==> config.mk <==
export PLATFORM = sky130hd
export DESIGN_NAME = lbus_cycle_ctrl
export DESIGN_NICKNAME = d
export VERILOG_FILES = /design/src/rtl/lbus_pkg.sv /design/src/rtl/lbus_seq.sv /design/src/rtl/lbus_dpath.sv /design/src/rtl/lbus_ctl.sv /design/src/rtl/lbus_cycle_ctrl.sv
export SDC_FILE = /design/constraint.sdc
export NUM_CORES = 1
export LEC_CHECK = 0
export ABC_AREA = 1
export BUFFER_PORTS_ARGS = -buffer_cell sky130_fd_sc_hd__buf_2
export CAP_MARGIN = 20
export CORE_ASPECT_RATIO = 1.75
export CORE_MARGIN = 5
export CORE_UTILIZATION = 45
export CTS_BUF_LIST = sky130_fd_sc_hd__clkbuf_8
export DETAILED_ROUTE_END_ITERATION = 8
export GPL_TIMING_DRIVEN = 0
export PLACE_DENSITY_LB_ADDON = 0.05
export SLEW_MARGIN = 20
export SYNTH_ARGS = -nofsm -noshare
export SYNTH_HDL_FRONTEND = slang
export SYNTH_SLANG_ARGS = --single-unit
export TNS_END_PERCENT = 100
==> constraint.sdc <==
create_clock -name clk -period 1.9 [get_ports clk]
set_input_delay 0.19 -clock clk [delete_from_list [all_inputs] [get_ports clk]]
set_output_delay 0.19 -clock clk [all_outputs]
set_load 0.05 [all_outputs]
==> src/rtl/lbus_pkg.sv <==
// Shared types for the multiplexed local bus controller: the cycle
// state encoding and the status code helper. Assumes nothing else.
package lbus_pkg;

    typedef enum logic [2:0] {
        ST_IDLE = 3'd0,
        ST_T1   = 3'd1,
        ST_T2   = 3'd2,
        ST_T3   = 3'd3,
        ST_T4   = 3'd4,
        ST_HOLD = 3'd5,
        ST_REL  = 3'd6
    } bus_st_e;

    localparam logic [2:0] STS_PASSIVE = 3'b000;

    // Status code of an active transfer: {io, write, not write}.
    function automatic logic [2:0] cycle_status(input logic io, input logic wr);
        return {io, wr, ~wr};
    endfunction

endpackage

==> src/rtl/lbus_seq.sv <==
// Cycle sequencer: steps IDLE -> T1 -> T2 -> T3 (repeats while ready is
// low) -> T4, and handles the hold handshake between transfers.
// Assumes: hold and rdy are already synchronous to clk.
module lbus_seq
    import lbus_pkg::*;
(
    input  logic    clk,
    input  logic    rst_n,
    input  logic    req_valid,
    input  logic    rdy,
    input  logic    hold,
    output bus_st_e state,
    output logic    req_ready,
    output logic    rd_take
);

    bus_st_e nxt;

    // Next-state choice; hold is looked at only in the idle state.
    always_comb begin
        nxt = state;
        unique case (state)
            ST_IDLE: begin
                if (hold)           nxt = ST_HOLD;
                else if (req_valid) nxt = ST_T1;
            end
            ST_T1:   nxt = ST_T2;
            ST_T2:   nxt = ST_T3;
            ST_T3:   if (rdy) nxt = ST_T4;
            ST_T4:   nxt = ST_IDLE;
            ST_HOLD: if (!hold) nxt = ST_REL;
            ST_REL:  nxt = ST_IDLE;
            default: nxt = ST_IDLE;
        endcase
    end

    // State register with synchronous reset to idle.
    always_ff @(posedge clk) begin
        if (!rst_n) state <= ST_IDLE;
        else        state <= nxt;
    end

    // Accept a request only in idle with no hold pending.
    always_comb req_ready = (state == ST_IDLE) && !hold;

    // Read data is taken on the edge that closes the last T3.
    always_comb rd_take = (state == ST_T3) && rdy;

endmodule

==> src/rtl/lbus_dpath.sv <==
// Transfer datapath: registers the accepted request, multiplexes the
// address and write data onto the shared pins, and captures read data.
// Assumes: ADDR_W > DATA_W (upper bits leave on separate pins).
module lbus_dpath
    import lbus_pkg::*;
#(
    parameter int ADDR_W = 20,
    parameter int DATA_W = 16
) (
    input  logic              clk,
    input  logic              rst_n,
    input  bus_st_e           state,
    input  logic              take_req,
    input  logic [ADDR_W-1:0] req_addr,
    input  logic              req_io,
    input  logic              req_write,
    input  logic [DATA_W-1:0] req_wdata,
    input  logic              rd_take,
    input  logic [DATA_W-1:0] ad_in,
    output logic [DATA_W-1:0] ad_out,
    output logic [ADDR_W-DATA_W-1:0] a_hi,
    output logic              cur_io,
    output logic              cur_wr,
    output logic [DATA_W-1:0] rd_data
);

    localparam int HI_W = ADDR_W - DATA_W;

    logic [ADDR_W-1:0] addr_q;
    logic [DATA_W-1:0] wdata_q;
    logic              in_cyc;

    // Hold the request fields for the whole transfer.
    always_ff @(posedge clk) begin
        if (!rst_n) begin
            addr_q  <= '0;
            wdata_q <= '0;
            cur_io  <= 1'b0;
            cur_wr  <= 1'b0;
        end else if (take_req) begin
            addr_q  <= req_addr;
            wdata_q <= req_wdata;
            cur_io  <= req_io;
            cur_wr  <= req_write;
        end
    end

    // Capture read data at the end of the last T3.
    always_ff @(posedge clk) begin
        if (!rst_n)       rd_data <= '0;
        else if (rd_take) rd_data <= ad_in;
    end

    // Flag the states T1..T4 of an active transfer.
    always_comb in_cyc = (state == ST_T1) || (state == ST_T2) ||
                         (state == ST_T3) || (state == ST_T4);

    // Shared pins: address in T1, write data afterwards.
    always_comb begin
        if (state == ST_T1)        ad_out = addr_q[DATA_W-1:0];
        else if (in_cyc && cur_wr) ad_out = wdata_q;
        else                       ad_out = '0;
    end

    // Upper address: driven for memory transfers, zero for I/O space.
    always_comb begin
        if (in_cyc && !cur_io) a_hi = addr_q[ADDR_W-1:DATA_W];
        else                   a_hi = {HI_W{1'b0}};
    end

endmodule

==> src/rtl/lbus_ctl.sv <==
// Control decode: strobes, latch enable, transceiver controls, status
// code and output enables, all decoded from the registered state.
// Assumes: the state register is the only sequential input.
module lbus_ctl
    import lbus_pkg::*;
(
    input  bus_st_e    state,
    input  logic       cur_io,
    input  logic       cur_wr,
    output logic       ale,
    output logic       rd_n,
    output logic       wr_n,
    output logic       den_n,
    output logic       dt_r,
    output logic [2:0] status,
    output logic       ad_oe,
    output logic       ctl_oe,
    output logic       hlda,
    output logic       done
);

    logic in_cyc;
    logic strobe_ph;

    // Phase flags for the transfer and for the strobe window.
    always_comb begin
        in_cyc    = (state == ST_T1) || (state == ST_T2) ||
                    (state == ST_T3) || (state == ST_T4);
        strobe_ph = (state == ST_T2) || (state == ST_T3);
    end

    // Strobes and latch enable.
    always_comb begin
        ale  = (state == ST_T1);
        rd_n = !(strobe_ph && !cur_wr);
        wr_n = !(strobe_ph && cur_wr);
        done = (state == ST_T4);
    end

    // Transceiver: direction for the whole transfer, enable inside it.
    always_comb begin
        dt_r  = !(in_cyc && !cur_wr);
        den_n = !strobe_ph;
    end

    // Status code through the last T3, passive otherwise.
    always_comb status = (in_cyc && state != ST_T4) ? cycle_status(cur_io, cur_wr)
                                                     : STS_PASSIVE;

    // Output enables and grant.
    always_comb begin
        ad_oe  = (state == ST_T1) || (in_cyc && cur_wr);
        hlda   = (state == ST_HOLD);
        ctl_oe = (state != ST_HOLD) && (state != ST_REL);
    end

endmodule

==> src/rtl/lbus_cycle_ctrl.sv <==
// Top of the multiplexed local bus controller: ties the sequencer, the
// datapath and the control decode together.
// Assumes: one request in flight; the core holds req_valid until accepted.
module lbus_cycle_ctrl
    import lbus_pkg::*;
#(
    parameter int ADDR_W = 20,
    parameter int DATA_W = 16
) (
    input  logic                     clk,
    input  logic                     rst_n,
    input  logic                     req_valid,
    output logic                     req_ready,
    input  logic [ADDR_W-1:0]        req_addr,
    input  logic                     req_io,
    input  logic                     req_write,
    input  logic [DATA_W-1:0]        req_wdata,
    output logic                     done,
    output logic [DATA_W-1:0]        rd_data,
    input  logic [DATA_W-1:0]        ad_in,
    output logic [DATA_W-1:0]        ad_out,
    output logic                     ad_oe,
    output logic [ADDR_W-DATA_W-1:0] a_hi,
    output logic                     ale,
    output logic                     rd_n,
    output logic                     wr_n,
    output logic                     den_n,
    output logic                     dt_r,
    output logic [2:0]               status,
    output logic                     ctl_oe,
    input  logic                     rdy,
    input  logic                     hold,
    output logic                     hlda
);

    bus_st_e state;
    logic    rd_take;
    logic    cur_io;
    logic    cur_wr;
    logic    take_req;

    // A request is taken when both sides of the handshake agree.
    always_comb take_req = req_valid && req_ready;

    lbus_seq u_seq (
        .clk       (clk),
        .rst_n     (rst_n),
        .req_valid (req_valid),
        .rdy       (rdy),
        .hold      (hold),
        .state     (state),
        .req_ready (req_ready),
        .rd_take   (rd_take)
    );

    lbus_dpath #(.ADDR_W(ADDR_W), .DATA_W(DATA_W)) u_dpath (
        .clk       (clk),
        .rst_n     (rst_n),
        .state     (state),
        .take_req  (take_req),
        .req_addr  (req_addr),
        .req_io    (req_io),
        .req_write (req_write),
        .req_wdata (req_wdata),
        .rd_take   (rd_take),
        .ad_in     (ad_in),
        .ad_out    (ad_out),
        .a_hi      (a_hi),
        .cur_io    (cur_io),
        .cur_wr    (cur_wr),
        .rd_data   (rd_data)
    );

    lbus_ctl u_ctl (
        .state  (state),
        .cur_io (cur_io),
        .cur_wr (cur_wr),
        .ale    (ale),
        .rd_n   (rd_n),
        .wr_n   (wr_n),
        .den_n  (den_n),
        .dt_r   (dt_r),
        .status (status),
        .ad_oe  (ad_oe),
        .ctl_oe (ctl_oe),
        .hlda   (hlda),
        .done   (done)
    );

endmodule

**Word level (Yosys, flattened, before mapping)**

Index checks and enable logic that the tools add are counted.

- Shift operators: 0
- Reductions and logical operators: 24
- Multipliers: 0
- Add/subtract/negate cells: 0
- Divide/modulo/power cells: 0
- Order comparisons: 0
- Multiplexer cells: 9
- Eq/ne operators: 11
- Bitwise logic cells: 1

Operators by type and width:

| cell | number |
|---|---|
| two-way mux 16 bit | 2 |
| two-way mux 3 bit | 5 |
| one-hot mux 3 bit (5 select lines) | 1 |
| != test 3 bit, second input constant | 4 |
| logical AND 1 bit | 10 |
| logical NOT 1 bit | 7 |
| equality test 3 x 2 -> 1 bit, second input constant | 2 |
| equality test 3 bit, second input constant | 2 |
| logical OR 1 bit | 5 |
| two-way mux 4 bit | 1 |
| != test 2 bit, second input constant | 2 |
| equality test 3 x 1 -> 1 bit, second input constant | 1 |
| logical NOT 3 bit | 1 |
| AND reduction 3 bit | 1 |
| NOT 1 bit | 1 |

- Memories kept: 0
- Memory bits (read-only): 0
- Input port bits: 59
- RAM bits: 0
- Latch bits: 0
- Output and inout bits: 49
- Flip-flop bits (word level): 57
- Word-level logic and storage cells: 51

**Longest topological paths before layout**

- Depth after elaboration: 7
- Mapped depth: 8
- Mapped depth without buffers: 7

**By module**

Synthesis repeated with hierarchy kept, for this count alone.

- Cells, all modules: 387
- Area total of the unflattened synthesis: 2590.0 µm²

By module, submodules not included:

| module | area each (µm²) | sequential area each (µm²) | cells an instance | times used |
|---|---|---|---|---|
| lbus_dpath | 2283.4 | 1081.0 | 330 | 1 |
| lbus_seq | 198.9 | 60.1 | 31 | 1 |
| lbus_ctl | 100.1 | 0.0 | 24 | 1 |
| lbus_cycle_ctrl | 7.5 | 0.0 | 2 | 1 |

**Worst setup path before layout**

OpenSTA, ideal clock, no wires.

- Path type: reg-to-output
- From: register u_seq.state[0]
- To: output ad_out[0]
- Cell stages (with the launch flop): 8
- Buffers on the path: 0
- Path slack: -536 ps
- Required time: 1710 ps
- Arrival time: 2246 ps
- Cell sequence: dfxtp_1 -> nor2_4 -> inv_2 -> nor2_4 -> inv_1 -> nand2_2 -> nand2_4 -> o21ai_0

- Elaborated cells between the ends (all ways): 10
- Those cells by class: eq/ne (4); mux (2); reduce/logical (4)

RTL lines:

| what | RTL line | RTL |
|---|---|---|
| start, declared | lbus_seq.sv:12 | `output bus_st_e state,` |
| start signal, assigned | lbus_seq.sv:40 | `else state <= nxt;` |
| equality test 3 bit | n/a |  |
| named net done | lbus_cycle_ctrl.sv:18 | `output logic done,` |
| logical OR 1 bit | lbus_dpath.sv:56 | `(state == ST_T3) \|\| (state == ST_T4);` |
| logical AND 1 bit | lbus_dpath.sv:61 | `else if (in_cyc && cur_wr) ad_out = wdata_q;` |
| two-way mux 16 bit | lbus_dpath.sv:61 |  |
| two-way mux 16 bit | lbus_dpath.sv:60 | `if (state == ST_T1) ad_out = addr_q[DATA_W-1:0];` |
| end, declared | lbus_cycle_ctrl.sv:21 | `output logic [DATA_W-1:0] ad_out,` |

The timed path passes the listed nets, and every way through them passes these cells.

**Final worst setup path**

- From: register u_seq.state[1]
- To: output ad_out[1]

- Cells in the longest elaborated chain, start to end: 7
- Elaborated cells between the ends (all ways): 10
- Those cells by class: eq/ne (4); mux (2); reduce/logical (4)

Ends and longest elaborated chain:

| what | RTL line | RTL |
|---|---|---|
| equality test 3 x 1 -> 1 bit / equality test 3 x 2 -> 1 bit (equally long branches) | lbus_dpath.sv:55, lbus_dpath.sv:60 |  |
| logical OR 1 bit (2 in a row) | lbus_dpath.sv:55 | `always_comb in_cyc = (state == ST_T1) \|\| (state == ST_T2) \|\|` |
| logical OR 1 bit | lbus_dpath.sv:56 |  |
| logical AND 1 bit | lbus_dpath.sv:61 |  |
| two-way mux 16 bit | lbus_dpath.sv:61 |  |
| two-way mux 16 bit * | lbus_dpath.sv:60 |  |

Mark *: on every way between the ends. The rest lies on a longest branch, timed or not.

==> flow_summary.toml <==
[pwr]
clock_group_share_of_total_power_pct = 20.1
power_uw = 4880
worst_ir_drop_vdd_mv = 0.789
power.combinational.fraction_pct = 47.6
switching_share_pct = 44.7
power.net_switching_uw = 2180
share_seq_of_total_power_pct = 32.3
internal_cell_power_uw = 2700
static-leakage-power_uw = 0.00173
power.density_nw_per_um2 = 1320

[layout]
areaGrowthSynthToFinish_pct = 46.0
multi_input_area_um2 = 1320
filler_cell_count = 552
proportion_of_layout_cells_with_a_drive_suffix_above_1_pct = 37.6
final_cells = 558
antenna_cells_inserted = 0
seq_area_um2 = 1150
design.final.nets = 536

[hold_path]
min_path_cells = 3
min-delay-path-class = "input port to flop"
worst_hold_startpoint = "req_addr[17]"
holdPathEnd = "u_dpath.addr_q[17]$_SDFFE_PN0P_"

[yosys]
netlist_top_cells_area = "dfxtp_1 45%, nor2_1 14%, nand2_1 8.9%"
postSynthCellCount = 351
synth_top_area_share_pct = 45.1
netlist_area_um2 = 2530
synth_nets = 410
synth_top_cell_by_area = "dfxtp_1"
number_of_distinct_library_cell_variants_in_the_gate_level_netlist_after_synthesis = 22
yosys_register_bits = 57
ys.warnings.count = 0
synth.yosys.seq_area_share_pct = 45.1
postSynthAreaPerCell_um2 = 7.20

[status]
outcome = "finished, final reports clean"

[clocking]
cts_tree = "built"
cts_inserted_buffers = 9
cts_root_buffer = "clkbuf_8"
cts.hold.buffers_added = 0
cts.clk_slew.worst_paths_ns = 0.06
ctsHtreeMaxLevel = 3
clk_path_buf_depth = 2
numClockSinks = 57
clk_latency_ns = 0.33

[global_routing]
grt_antenna_before_repair = 0
grt_pass1_wl_mm = 11.2
globalRoute.totalOverflow = 0
groute.usage.overall_pct = 20.1
pin_count_of_the_biggest_net_entering_global_routing = 11
number_of_global_route_vias_before_repair = 2583

[routing]
drt-pass1-iter-count = 4
dr_wl_met2_mm = 3.70
detail_route.wirelength.met1_mm = 2.73
detail_route.drc_violations = 0
totalWireLength_mm = 7.05
via_count = 2687
per_cell_via_count_in_the_routed_design = 4.82
met3_length_um = 468
drt_iter0_drc = 91
final_antenna_net_count = 0
detail_route.wl_per_cell_um = 12.6
highest_layer = "met4"

[sta]
finalSetupViolations = 0
grt_setup_unrepaired = "yes"
layout_min_cycle_time_ns = 1.86
relSlewSlack_pct = 70.9
timing_limited_maximum_frequency_mhz = 538
final-max-slew-violation-count = 0
hold_viol = 0
worst_max_slew_pin_slew_ns = 0.436
post-route-period-util_pct = 97.8
worst_clock_skew_ns = 0.00893

[setup_path]
worstPathRequired_ns = 1.71
worst_r2r_setup_slack_ns = 0.35
r2r_cells = 10
worst_setup_path_end_kind = "output port"
worst-endpoint-arrival_ns = 1.67
crit_fanout = 7
r2r_start = "u_seq.state[1]$_SDFFE_PN0P_"
worst_setup_path_start_kind = "flop"
r2r-end = "u_dpath.addr_q[4]$_SDFFE_PN0P_"
setup.worst_path.class = "flop to output port"

[flow_run]
cap_violations = 0

[die]
coreArea_um2 = 5540
placement_rows = 36
dieHeight_um = 109
design.portCount = 108
die_span_x_um = 66.7
initial_utilization_pct = 45.6
dieArea_um2 = 7280

[placement]
dp_hpwl_mm = 5.23
io_buffers = 106
place_congestion = 0.772
placed_cells = 533
## layout by cell type, fill, tap and decap left out, drive strengths merged
cell type and n:
inv 20, nand4 1, clkinvlp 1, nand3b 2
nand3 25, a21oi 16, buf 127, nand2 64
dfxtp 57, clkinv 1, o21ai 54, nor2 95
clkbuf 19
## Yosys cell counts
master / count
a21oi_1: 16
buf_2: 6
nand2_4: 1
o21ai_1: 1
o21ai_0: 44
inv_4: 1
nand3_2: 1
inv_2: 3
dfxtp_1: 57
inv_1: 13
nand2_2: 3
nand4_1: 1
buf_6: 5
nor2_1: 91
o21ai_2: 9
nand2_1: 60
nor2_4: 4
nand3_1: 24
nand3b_1: 1
buf_4: 3
clkbuf_1: 6
nand3b_4: 1
## power groups by stage
stage	clock, uW	combinational, uW	sequential [uW]
floorplan	0	1520	1600
global placement	0	1990	1570
detailed placement	0	2020	1580
CTS	1020	2230	1570
global route	1060	2530	1600
finish	982	2320	1580
## state kept, by name, indices dropped and copies added (netlist names)
register         flops
u_dpath.addr_q      20
u_dpath.rd_data     16
u_seq.state          3
u_dpath.cur_io       1
u_dpath.wdata_q     16
u_dpath.cur_wr       1
## routing by layer
metal	global-route usage, %	vias to the layer above
li1	-	1381
met5	0	-
met1	21.5	1206
met3	5.77	15
met4	8.28	0
met2	36.1	85
## what timing repair did
item | in CTS | in global routing
pin swaps | 3 | 1
gates resized for setup | 35 | 24
gates cloned | 1 | 0
endpoints found under the setup margin | 22 | 21
buffers inserted | 6 | 2
## worst max-delay path, cell delays in order, from the launching register on
cell	delay, ns
dfxtp_4	0.36
nor2_4	0.11
inv_2	0.06
nor2_4	0.09
inv_2	0.05
nand2_4	0.07
nand2_4	0.09
buf_12	0.16
o21ai_2	0.14
buf_6	0.18
## cells by family (layout without fill, tap and decap cells)
kind of cell,Yosys count,in the layout,share of synthesized area (%)
flip-flops,57,57,45.1
AND/OR/NAND/NOR,187,187,31.9
AO/OA/AOI/OAI,70,70,15.2
buffers and inverters,37,168,7.82
## stage by stage
step | TNS (ns) | setup slack, ns | cell area (um2) | util (%) | hold WS, ns
after floorplan | -1.15 | -0.164 | 2610 | - | 0.325
after CTS | -0.0133 | -0.00694 | 3590 | 64.8 | 0.0597
after global placement | -0.0185 | -0.0165 | 3230 | 58.3 | 0.412
final | 0 | 0.0417 | 3690 | 66.6 | 0.0769
after detailed placement | -0.219 | -0.0385 | 3230 | 58.3 | 0.418
after global routing | -0.338 | -0.0343 | 3690 | 66.6 | 0.0756
## how the worst max path moves through the flow
stage	from	end	slack, ns	cells after the start
2_1_floorplan	u_seq.state[0]$_SDFFE_PN0P_	ad_out[0]	-0.16	7
3_3_place_gp	u_seq.state[2]$_SDFFE_PN0P_	ad_out[8]	-0.02	7
3_5_place_dp	u_seq.state[2]$_SDFFE_PN0P_	ad_out[8]	-0.04	7
4_1_cts	u_seq.state[1]$_SDFFE_PN0P_	ad_out[3]	-0.007	9
5_1_grt	u_seq.state[1]$_SDFFE_PN0P_	ad_out[8]	-0.03	9
6_report	u_seq.state[1]$_SDFFE_PN0P_	ad_out[1]	0.04	9
## layout make-up
type / count / share of cell area [%]
timing repair buffer: 115 / 19.9
clock buffer: 11 / 4.10
multi-input combinational: 257 / 35.7
inverter: 17 / 1.93
buffer: 20 / 3.93
sequential: 57 / 31.2
tap: 76 / 2.58
clock inverter: 5 / 0.644
Power figures use the tool's default switching activity.
